**src/rtl/mbuf_stage.sv**
```systemverilog
module mbuf_stage #(
  parameter int W = 8,
  parameter int N = 4
) (
  input  logic                     clk,
  input  logic                     rst_n,
  input  logic                     cpu_wr,
  input  logic [W-1:0]             cpu_wdata,
  input  logic                     cpu_rd,
  output logic [W-1:0]             cpu_rdata,
  input  logic                     flush,
  input  logic                     eng_load,
  input  logic [$clog2(N+1)-1:0]   eng_count,
  input  logic [N*W-1:0]           eng_data,
  input  logic [$clog2(N)-1:0]     eng_idx,
  output logic [W-1:0]             eng_rdata,
  output logic [$clog2(N+1)-1:0]   fill,
  output logic                     not_empty,
  output logic                     full
);
  localparam int CW = $clog2(N+1);
  localparam int IW = $clog2(N);

  logic [W-1:0]  mem [N];
  logic [W-1:0]  nxt [N];
  logic [CW-1:0] cnt, cnt_n, ld;
  logic          ne_q, fu_q, ne_n, fu_n;

  assign ld        = (eng_count > CW'(N)) ? CW'(N) : eng_count;
  assign cpu_rdata = (cnt == '0) ? {W{1'b1}} : mem[0];
  assign eng_rdata = mem[eng_idx];
  assign fill      = cnt;
  assign not_empty = ne_q;
  assign full      = fu_q;

  always_comb begin
    nxt   = mem;
    cnt_n = cnt;
    ne_n  = ne_q;
    fu_n  = fu_q;
    if (flush) begin
      for (int i = 0; i < N; i++) nxt[i] = '0;
      cnt_n = '0;
      ne_n  = 1'b0;
      fu_n  = 1'b0;
    end else if (eng_load) begin
      for (int i = 0; i < N; i++)
        if (CW'(i) < ld) nxt[i] = eng_data[i*W +: W];
      cnt_n = ld;
      ne_n  = (ld != '0);
      fu_n  = (ld == CW'(N));
    end else begin
      if (cpu_rd && cnt != '0) begin
        for (int i = 0; i < N-1; i++) nxt[i] = mem[i+1];
        if (cnt == CW'(N)) fu_n = 1'b0;
        if (cnt == CW'(1)) ne_n = 1'b0;
        cnt_n = cnt - CW'(1);
      end
      if (cpu_wr && cnt_n != CW'(N)) begin
        nxt[cnt_n[IW-1:0]] = cpu_wdata;
        if (cnt_n == '0) ne_n = 1'b1;
        if (cnt_n == CW'(N-1)) fu_n = 1'b1;
        cnt_n = cnt_n + CW'(1);
      end
    end
  end

  always_ff @(posedge clk or negedge rst_n) begin
    if (!rst_n) begin
      for (int i = 0; i < N; i++) mem[i] <= '0;
      cnt  <= '0;
      ne_q <= 1'b0;
      fu_q <= 1'b0;
    end else begin
      for (int i = 0; i < N; i++) mem[i] <= nxt[i];
      cnt  <= cnt_n;
      ne_q <= ne_n;
      fu_q <= fu_n;
    end
  end
endmodule

```
**config.mk**
```make
export PLATFORM = sky130hd
export DESIGN_NAME = mbuf_stage
export DESIGN_NICKNAME = d
export VERILOG_FILES = /design/src/rtl/mbuf_stage.sv
export SDC_FILE = /design/constraint.sdc
export NUM_CORES = 1
export LEC_CHECK = 0
export BUFFER_PORTS_ARGS = -buffer_cell sky130_fd_sc_hd__buf_2
export CAP_MARGIN = 15
export CORE_MARGIN = 10
export CORE_UTILIZATION = 35
export CTS_BUF_LIST = sky130_fd_sc_hd__clkbuf_8
export CTS_CLUSTER_DIAMETER = 50
export DETAILED_ROUTE_END_ITERATION = 16
export GPL_ROUTABILITY_DRIVEN = 0
export GPL_TIMING_DRIVEN = 0
export PLACE_DENSITY = 0.64
export SLEW_MARGIN = 20
export SYNTH_ARGS = -nofsm -noshare
export SYNTH_HDL_FRONTEND = slang
export SYNTH_SLANG_ARGS = --single-unit
```
**constraint.sdc**
```tcl
create_clock -name clk -period 2.6 [get_ports clk]
set_clock_uncertainty 0.1 [all_clocks]
set_input_delay 0.26 -clock clk [delete_from_list [all_inputs] [get_ports clk]]
set_output_delay 0.26 -clock clk [all_outputs]
set_load 0.05 [all_outputs]
```
==> metrics list, run 1 <==
- Ports: 72
- Antenna violations before repair: 0
- Setup violations remaining at the end of the flow were counted as 0.
* Area growth from synthesis to final layout: 20.91%
- Row count: 33
- Cell with the largest stage delay on the worst path: sky130_fd_sc_hd__dfrtp_2
- Status: finished clean
- Counting along the longest clock path gives a buffer depth of 2.
- For this run, the detailed router's first-pass iteration total came to 4.
- In this run the register-to-register setup slack is 0.13 ns.
- Worst Hold Class: input pin to flip-flop
* Stage delay of the slowest cell on the critical path: 0.45 ns
* Routed wire length per instance: approximately 19 um
- Each instance of the synthesized netlist takes up on average 9.992 sq um.
- Hold violation count in the final report: 0
- CTS tree: built
- Critical path required time: ~2.7 ns
- For the pin with the worst max-slew slack, the measured transition is between 0.8 and 0.9 ns.
- After filler insertion, the fill cell instance count of the layout stands at 803.
- Post-route antenna net violation count: 0
* Synth async-reset ratio: 100.0%
* Post-cts gate resize count: 0
- After synthesis, the netlist uses 50 different library cells.
- Number of DRC markers after the initial detailed-route iteration: roughly 120
- The H-tree generated during clock tree synthesis spans 2 levels.
- Leading cell type by number of instances after synthesis: sky130_fd_sc_hd__dfrtp_1
* RSZ-0062 raised after global routing: false
* Routed vias/inst: about 5.4
* Number of warning messages in the yosys log: 0
- STA classifies the critical path endpoint as a flip-flop.
- Critical path buffers and inverters: 2
- Static timing analysis puts the maximum clock frequency at 404.9 MHz.
- IR analysis of the VDD net gives a maximum drop of 0.1997 mV.
* Area taken by multi-input logic gates: between 0.0015 and 0.002 sq mm
- The number of global-route vias before repair came to 2788.
- Share of layout cells above drive strength 1: 35.33%
* Clock sink count: 37
- Category of the worst setup path launch point: flip-flop
- Ant. Diodes: 0
- The critical path goes through inv_1 -> ha_1 -> and2b_4 -> nor2_4 -> buf_6 -> mux2_1 -> mux2_2 -> o21a_1.
- After clock tree synthesis, the clock-pin slew on the worst setup and hold paths is 0.09 ns.
- Die footprint: 0.01235 sq mm
* Mapped Nets: between 300 and 400
* Power per standard cell area: 554.2 mW/mm^2
- Number of enable flip-flop cells after synthesis: 0
- Buffer type at the clock tree root: sky130_fd_sc_hd__clkbuf_8
* Latest clock arrival within the worst-skew pair: 0.30 ns
- Of the synthesized area, sequential elements account for 31.84%.
- The final number of max-transition violations is 0.
- Most frequent cells after synthesis: sky130_fd_sc_hd__dfrtp_1 (37), sky130_fd_sc_hd__mux2i_1 (34), sky130_fd_sc_hd__nor2_1 (28), sky130_fd_sc_hd__nand2_1 (21), sky130_fd_sc_hd__o221ai_1 (16)
* Tightest hold margin: 0.1785 ns
- Total CTS buffers: 5
- Effective utilization at floorplan: 35.75%
- Across the run, the number of max-cap violations was 0.
- Wire length of the first global-routing pass: between 10 and 15 mm
* Post-layout worst setup margin: 0.1300 ns
- Gate count after technology mapping: just under 300
* CP max FO: 10
- Chip height: 111.2 um
* DRC violations left: 0
- PortBufs: 67
* Flip-flop and latch area: 928.4 sq um
- The critical path is of the flip-flop to flip-flop type.
* Area share of the largest cell type after synthesis: roughly a third
- The core region is 0.008134 sq mm.
* Final period demand of the worst path: 2.470 ns
* #FFs+latches synth: 37
- The HPWL after detailed placement is ~7.3 mm.
- Max transition margin: 41.53%
- For this run the aggregate overflow at the end of global routing stands at 0.
- Entering global routing, the biggest net connects 38 pins.
- The final critical path takes up 95.00% of the cycle.
- Top post-synthesis cells by area: sky130_fd_sc_hd__dfrtp_1 (32%), sky130_fd_sc_hd__mux2i_1 (12%), sky130_fd_sc_hd__mux4_2 (6.2%)
- After the last flow step, the layout net total stands at 421.
- For the worst setup path, the data arrival time is 2.56 ns.
- For this block, the routed nets add up to slightly below 9 mm of wire.
- The analysis attributes to cell leakage a power of 1.518 nW.
* Final TNS setup: 0 ns
- Across every metal layer, demand over resource in global routing totals 13.98%.
* Crit path max-delay family: multiplexers
* Placement Setup Slack: 0.06488 ns
- After synthesis the cells add up to 0.002908 sq mm.
* Leading register cell type out of synthesis: sky130_fd_sc_hd__dfrtp_1
- Cell accounting for the most synthesized area: sky130_fd_sc_hd__dfrtp_1
* DR vias: 2575
- From left edge to right edge, the die measures 111.2 um.
-- power breakdown --
part	total, W	switching [W]	internal (W)
Sequential	0.000694	0.0000637	0.000630
Clock	0.000472	0.000227	0.000245
Combinational	0.000783	0.000492	0.000291
-- logic make-up after synthesis --
logic type | after synthesis | share of synthesized area, %
AND/OR/NAND/NOR | 94 | 17.77
AO/OA/AOI/OAI | 67 | 19.15
multiplexers | 58 | 24.10
flip-flops | 37 | 31.84
buffers and inverters | 27 | 4.346
XOR/XNOR | 5 | 1.506
adder cells (fa/ha/maj) | 3 | 1.291
-- area by class of cell --
class / count / share of cell area, %
clock inverters: 1 / 0.2491
flip-flops and latches: 37 / 26.41
well taps: 105 / 3.737
inverters: 5 / 0.5338
clock buffers: 7 / 2.740
multi-input cells: 227 / 52.88
plain buffers: 22 / 3.060
repair buffers: 69 / 10.39
-- worst paths after layout --
check                        startpoint  endpoint  cells after the start
max                             fill[1]   mem[21]                      8
min                        eng_data[21]   mem[13]                      3
max reg2reg                     fill[1]   mem[21]                      8
min reg2reg                      mem[2]    mem[2]                      2
max in group asynchronous         rst_n   fill[0]                      2
min in group asynchronous         rst_n   mem[30]                      2
-- what timing repair did --
action | in CTS | in global routing
hold buffers | 1 | 0
endpoints found under the hold margin | 12 | 0
buffers inserted | 0 | 1
setup endpoints to repair | 0 | 8
-- sequential cells by signal, indices dropped and copies added, names as in the netlist --
signal     cells
not_empty      1
mem           32
full           1
fill           3
-- metal layers --
layer	track usage [%]	share of wire (%)	up-vias
li1	-	-	1258
met1	17.64	44	1225
met2	23.07	48	86
met3	3.680	6.9	6
met4	3.513	1.0	0
met5	0	0	-
-- worst min-delay path: stages --
cell and delay (ns):
sky130_fd_sc_hd__buf_2 0.07, sky130_fd_sc_hd__mux2i_1 0.05, sky130_fd_sc_hd__o221ai_1 0.15
-- through the flow --
stage / util (%) / cell area, sq um / instances / power (W)
2_1_floorplan: - / 2910 / 291 / 0.001266
3_3_place_gp: 41.52 / 3377 / 463 / 0.001467
3_5_place_dp: 41.52 / 3377 / 463 / 0.001481
4_1_cts: 42.93 / 3492 / 472 / 0.001958
5_1_grt: 43.22 / 3516 / 473 / 0.002057
6_report: 43.22 / 3516 / 473 / 0.001949
-- layout by cell type (no fill, tap or decap), types with 2 or more instances in the layout --
cell type,count
sky130_fd_sc_hd__a211oi_1,9
sky130_fd_sc_hd__nand2_1,21
sky130_fd_sc_hd__nor2_1,28
sky130_fd_sc_hd__clkbuf_8,7
sky130_fd_sc_hd__o221ai_1,16
sky130_fd_sc_hd__nand2b_1,11
sky130_fd_sc_hd__buf_4,3
sky130_fd_sc_hd__or4_1,8
sky130_fd_sc_hd__buf_1,2
sky130_fd_sc_hd__mux2i_1,34
sky130_fd_sc_hd__a21oi_1,10
sky130_fd_sc_hd__a221oi_2,2
sky130_fd_sc_hd__o211ai_1,3
sky130_fd_sc_hd__a211o_1,8
sky130_fd_sc_hd__mux4_2,8
sky130_fd_sc_hd__nor2b_1,2
sky130_fd_sc_hd__or2_2,2
sky130_fd_sc_hd__o21a_1,9
sky130_fd_sc_hd__inv_2,2
sky130_fd_sc_hd__xnor2_1,4
sky130_fd_sc_hd__inv_1,3
sky130_fd_sc_hd__ha_1,3
sky130_fd_sc_hd__or3b_2,8
sky130_fd_sc_hd__mux2_2,11
sky130_fd_sc_hd__dfrtp_1,35
sky130_fd_sc_hd__mux2_1,5
sky130_fd_sc_hd__buf_2,72
sky130_fd_sc_hd__nor3_1,3
sky130_fd_sc_hd__dfrtp_2,2
sky130_fd_sc_hd__clkbuf_1,11
Note: power is estimated with default switching activity, not from simulation.
==> run 2, diff against run 1 <==
--- a/config.mk
+++ b/config.mk
@@ -9,12 +9,12 @@
 export CAP_MARGIN = 15
 export CORE_MARGIN = 10
 export CORE_UTILIZATION = 35
-export CTS_BUF_LIST = sky130_fd_sc_hd__clkbuf_8
+export CTS_BUF_LIST = sky130_fd_sc_hd__clkbuf_8 sky130_fd_sc_hd__clkbuf_16
 export CTS_CLUSTER_DIAMETER = 50
 export DETAILED_ROUTE_END_ITERATION = 16
 export GPL_ROUTABILITY_DRIVEN = 0
 export GPL_TIMING_DRIVEN = 0
-export PLACE_DENSITY = 0.64
+export PLACE_DENSITY = 0.66
 export SLEW_MARGIN = 20
 export SYNTH_ARGS = -nofsm -noshare
 export SYNTH_HDL_FRONTEND = slang
==> constraint.sdc (replaced) <==
create_clock -name clk -period 2 [get_ports clk]
set_clock_uncertainty 0.1 [all_clocks]
set_input_delay 0.2 -clock clk [delete_from_list [all_inputs] [get_ports clk]]
set_output_delay 0.2 -clock clk [all_outputs]
set_load 0.05 [all_outputs]
==> run 2 against run 1 <==
  * Critical endpoint is now mem[16]
  * The run now ends with setup timing left
  * Design area grew 12%
  * Hold slack worse by 0.056 ns
  * Utilization grew 5.0 points
  * Cell count up 3.4%
  * Global-route usage up 0.53 points
  * Sequential share of layout area fell by 2.6 points
  * First-iteration DRC count increased by 73%
  * Critical path type unchanged
  * Via count is 6.4% higher
  * Worst setup slack got worse by 0.31 ns
  * Register-to-register slack got worse by 0.31 ns
  * Highest routed layer unchanged
  * Sequential power up 30%
==> metrics list, run 2 (synthesized netlist as in run 1, its figures left out) <==
- The worst-case clock buffer depth is 2 (unchanged).
- The max-cap violation count is 0 (unchanged).
* Ant. Diodes: 0 (unchanged)
* Placement Setup Slack: -0.3919 ns (-0.4568 ns)
- Setup slack of the most critical reg-to-reg path: -0.18 ns (-0.31 ns)
- In this run the worst setup path begins at fill[1].
* Cell with the largest stage delay on the worst path: sky130_fd_sc_hd__dfrtp_4
- The number of global-route vias before repair is 2765 (-0.82%).
- DRC violations left: 0 (unchanged)
- In this run the most critical hold path is launched from eng_data[3].
* Clock sink count: 37 (unchanged)
* Status: complete, but fails checks
* Net Sw Frac: 40.13% (about the same)
* Post-DP HPWL: 7.244 mm (-0.45%)
* Crit path max-delay family: multiplexers
- Setup repair after global routing could not meet its margin everywhere.
- Latest clock arrival within the worst-skew pair: 0.30 ns (about the same)
- Register with the highest flop count: mem
* Power share of the clock group: 20.7% (-3.5 points)
* Ports: 72 (unchanged)
- The fraction of layout instances using a drive strength above 1 was 44.79% (+9.5 points).
- The first-pass GRT wire length is 15.10 mm (+4.5%).
* Hold violation count in the final report: 0 (unchanged)
* Routed vias/inst: 5.601 (+2.9%)
* Endpoint with the worst hold slack: mem[27]
- The total wire length after detailed routing was 9.568 mm (+7.1%).
- The final design utilization is 48.21% (+5.0 points).
- The number of buffer and inverter instances along the worst setup path came to 2 (unchanged).
- Worst Hold Class: input pin to flip-flop
- In this run the critical register-to-register path is captured at mem[16].
* First-pass detailed-route iteration total: 5 (+1)
* Register clock-pin slew on the reported worst setup and hold paths: 0.08 ns (about the same)
- CTS tree: built
* Total CTS buffers: 5 (unchanged)
- The floorplan die area was 0.01235 sq mm (unchanged).
- The number of cells on the worst hold path was 3 (unchanged).
- Highest ir drop seen on vdd: 0.3009 mV (+51%)
- Worst endpoint data arrival time: 2.28 ns (-0.28 ns)
* Sort of element at the end of the critical path: flip-flop
* Commonest cells after routing, fill and taps aside: sky130_fd_sc_hd__buf_2 (62), sky130_fd_sc_hd__dfrtp_1 (35), sky130_fd_sc_hd__mux2i_1 (34), sky130_fd_sc_hd__nor2_1 (26), sky130_fd_sc_hd__nand2_1 (21)
* Failing checks: setup timing
- The H-tree level count is 2 (unchanged).
- Leaving out fill and tap cells, the most frequent cell in the layout is sky130_fd_sc_hd__buf_2.
* R2r startpoint: fill[1]
* Area growth from synthesis to final layout: 34.85%
* Total overflow reported by the global router: 0 (unchanged)
- The signal on the critical path passes through inv_6 -> ha_4 -> and2b_4 -> nor2_4 -> buf_4 -> mux2_2 -> mux2_4 -> o21a_1.
* Core box area: 0.008134 sq mm (unchanged)
- Row count: 33 (unchanged)
- STA classifies the critical path startpoint as a flip-flop.
- Stage delay of the slowest cell on the critical path: 0.45 ns (about the same)
- The pin count of the biggest net entering global routing is 38 (unchanged).
- Number of DRC markers after the initial detailed-route iteration: 214 (+73%)
- The initial antenna violation count is 0 (unchanged).
- Power share of the combinational group: 46.3% (+6.1 points)
* Chip height: 111.2 um (unchanged)
- Fillers: 747 (-7.0%)
* Final slew viol count: 0 (unchanged)
* Final Setup Violations: 34 (+34)
- The worst setup path is of the flip-flop to flip-flop kind.
- The footprint of the multi-input gates is 0.002051 sq mm (+10%).
- The transition at the pin with the smallest max-transition slack is 0.8757 ns (-0.001362 ns).
- The post-layout worst setup margin came to -0.1812 ns (-0.3112 ns).
- Net switching power: 0.001100 W (+41%)
* Sequential share of power: 33.0% (-2.6 points)
* Buffer type at the clock tree root: sky130_fd_sc_hd__clkbuf_8
- Die width: 111.2 um (unchanged)
- Largest register FFs: 32 (unchanged)
* Fmax achieved: 458.5 MHz (+13%)
* Max transition margin: 41.62% (+0.091 points)
- The total vias in the final route was 2739 (+6.4%).
* Global-route usage over all layers: 14.51% (+0.53 points)
- The initial standard-cell utilization of the core came to 35.75% (unchanged).
- The depth of the worst register-to-register path came to 8 (unchanged).
- Portion of the clock cycle consumed by the worst path in the final layout: 109.1% (+14 points)
* Post-route antenna net violation count: 0 (unchanged)
- The worst path required time is 2.10 ns (-0.59 ns).
- The number of nets in the finished design is 437 (+3.8%).
- The total leakage power was 1.669 nW (+9.9%).
* PortBufs: 67 (unchanged)
- The total internal power is 0.001641 W (+41%).
- Flip-flop and latch area: 933.4 sq um (+0.54%)
- CP max FO: 6 (-4)
- Power per standard cell area: 699.2 mW/mm^2 (+26%)
- The minimum clock period after layout was 2.181 ns (-0.2888 ns).
- The average wire per cell in the routed design is 19.57 um (+3.6%).
[run 2: per-layer routing]
metal,part of all wire [%],wire length (um),up-vias,global-route usage (%)
li1,-,-,1286,-
met1,44,4222,1326,18.97
met2,48,4640,117,23.70
met3,6.5,619,10,3.193
met4,0.89,85,0,3.342
met5,0,0,-,0
[run 2: worst max-delay path by stage]
stage | to | slack, ns | cells past startpoint
after floorplan | mem[19] | -0.26 | 8
after global placement | mem[21] | -0.37 | 7
after detailed placement | mem[19] | -0.39 | 7
after CTS | mem[18] | -0.14 | 8
after global routing | mem[20] | -0.24 | 8
final | mem[16] | -0.18 | 8
[run 2: cell type report]
type | count | area share [%]
Sequential cell | 37 | 23.80
Tap cell | 105 | 3.350
Timing Repair Buffer | 85 | 14.04
Inverter | 5 | 0.6701
Clock inverter | 2 | 0.2872
Multi-Input combinational cell | 227 | 52.30
Clock buffer | 6 | 2.106
Buffer | 22 | 3.446
[run 2: worst register-to-register path: stages (launching register included)]
cell and delay, ns:
sky130_fd_sc_hd__dfrtp_4 0.45, sky130_fd_sc_hd__inv_6 0.05, sky130_fd_sc_hd__ha_4 0.17, sky130_fd_sc_hd__and2b_4 0.20
sky130_fd_sc_hd__nor2_4 0.18, sky130_fd_sc_hd__buf_4 0.15, sky130_fd_sc_hd__mux2_2 0.33, sky130_fd_sc_hd__mux2_4 0.27
sky130_fd_sc_hd__o21a_1 0.16
[run 2: metrics by stage]
| stage | cells | setup TNS (ns) | cell area [sq um] | hold slack [ns] | total power (W) |
|---|---|---|---|---|---|
| after detailed placement | 463 | -6.651 | 3421 | 0.2556 | 0.001956 |
| after global routing | 489 | -5.895 | 3921 | 0.1360 | 0.002866 |
| final | 489 | -3.309 | 3921 | 0.1223 | 0.002742 |
| after global placement | 463 | -5.723 | 3421 | 0.2587 | 0.001938 |
| after CTS | 486 | -3.465 | 3777 | 0.1275 | 0.002666 |
| after floorplan | 291 | -3.252 | 2954 | -0.1956 | 0.001675 |
[run 2: timing repair]
| action | in CTS | in global routing |
|---|---|---|
| setup buffers | 14 | 3 |
| setup endpoints to repair | 44 | 44 |
| resized for setup | 33 | 28 |
| pin swaps | 15 | 18 |
| hold endpoints to repair | 37 | 0 |
| hold buffers | 1 | 0 |
| cloned | 0 | 0 |
[run 2: power groups by stage]
stage	Combinational, W	Clock, W	Sequential (W)
floorplan	0.000751	0	0.000925
global placement	0.00102	0	0.000915
detailed placement	0.00104	0	0.000919
CTS	0.00120	0.000570	0.000899
global route	0.00135	0.000600	0.000915
finish	0.00127	0.000568	0.000904
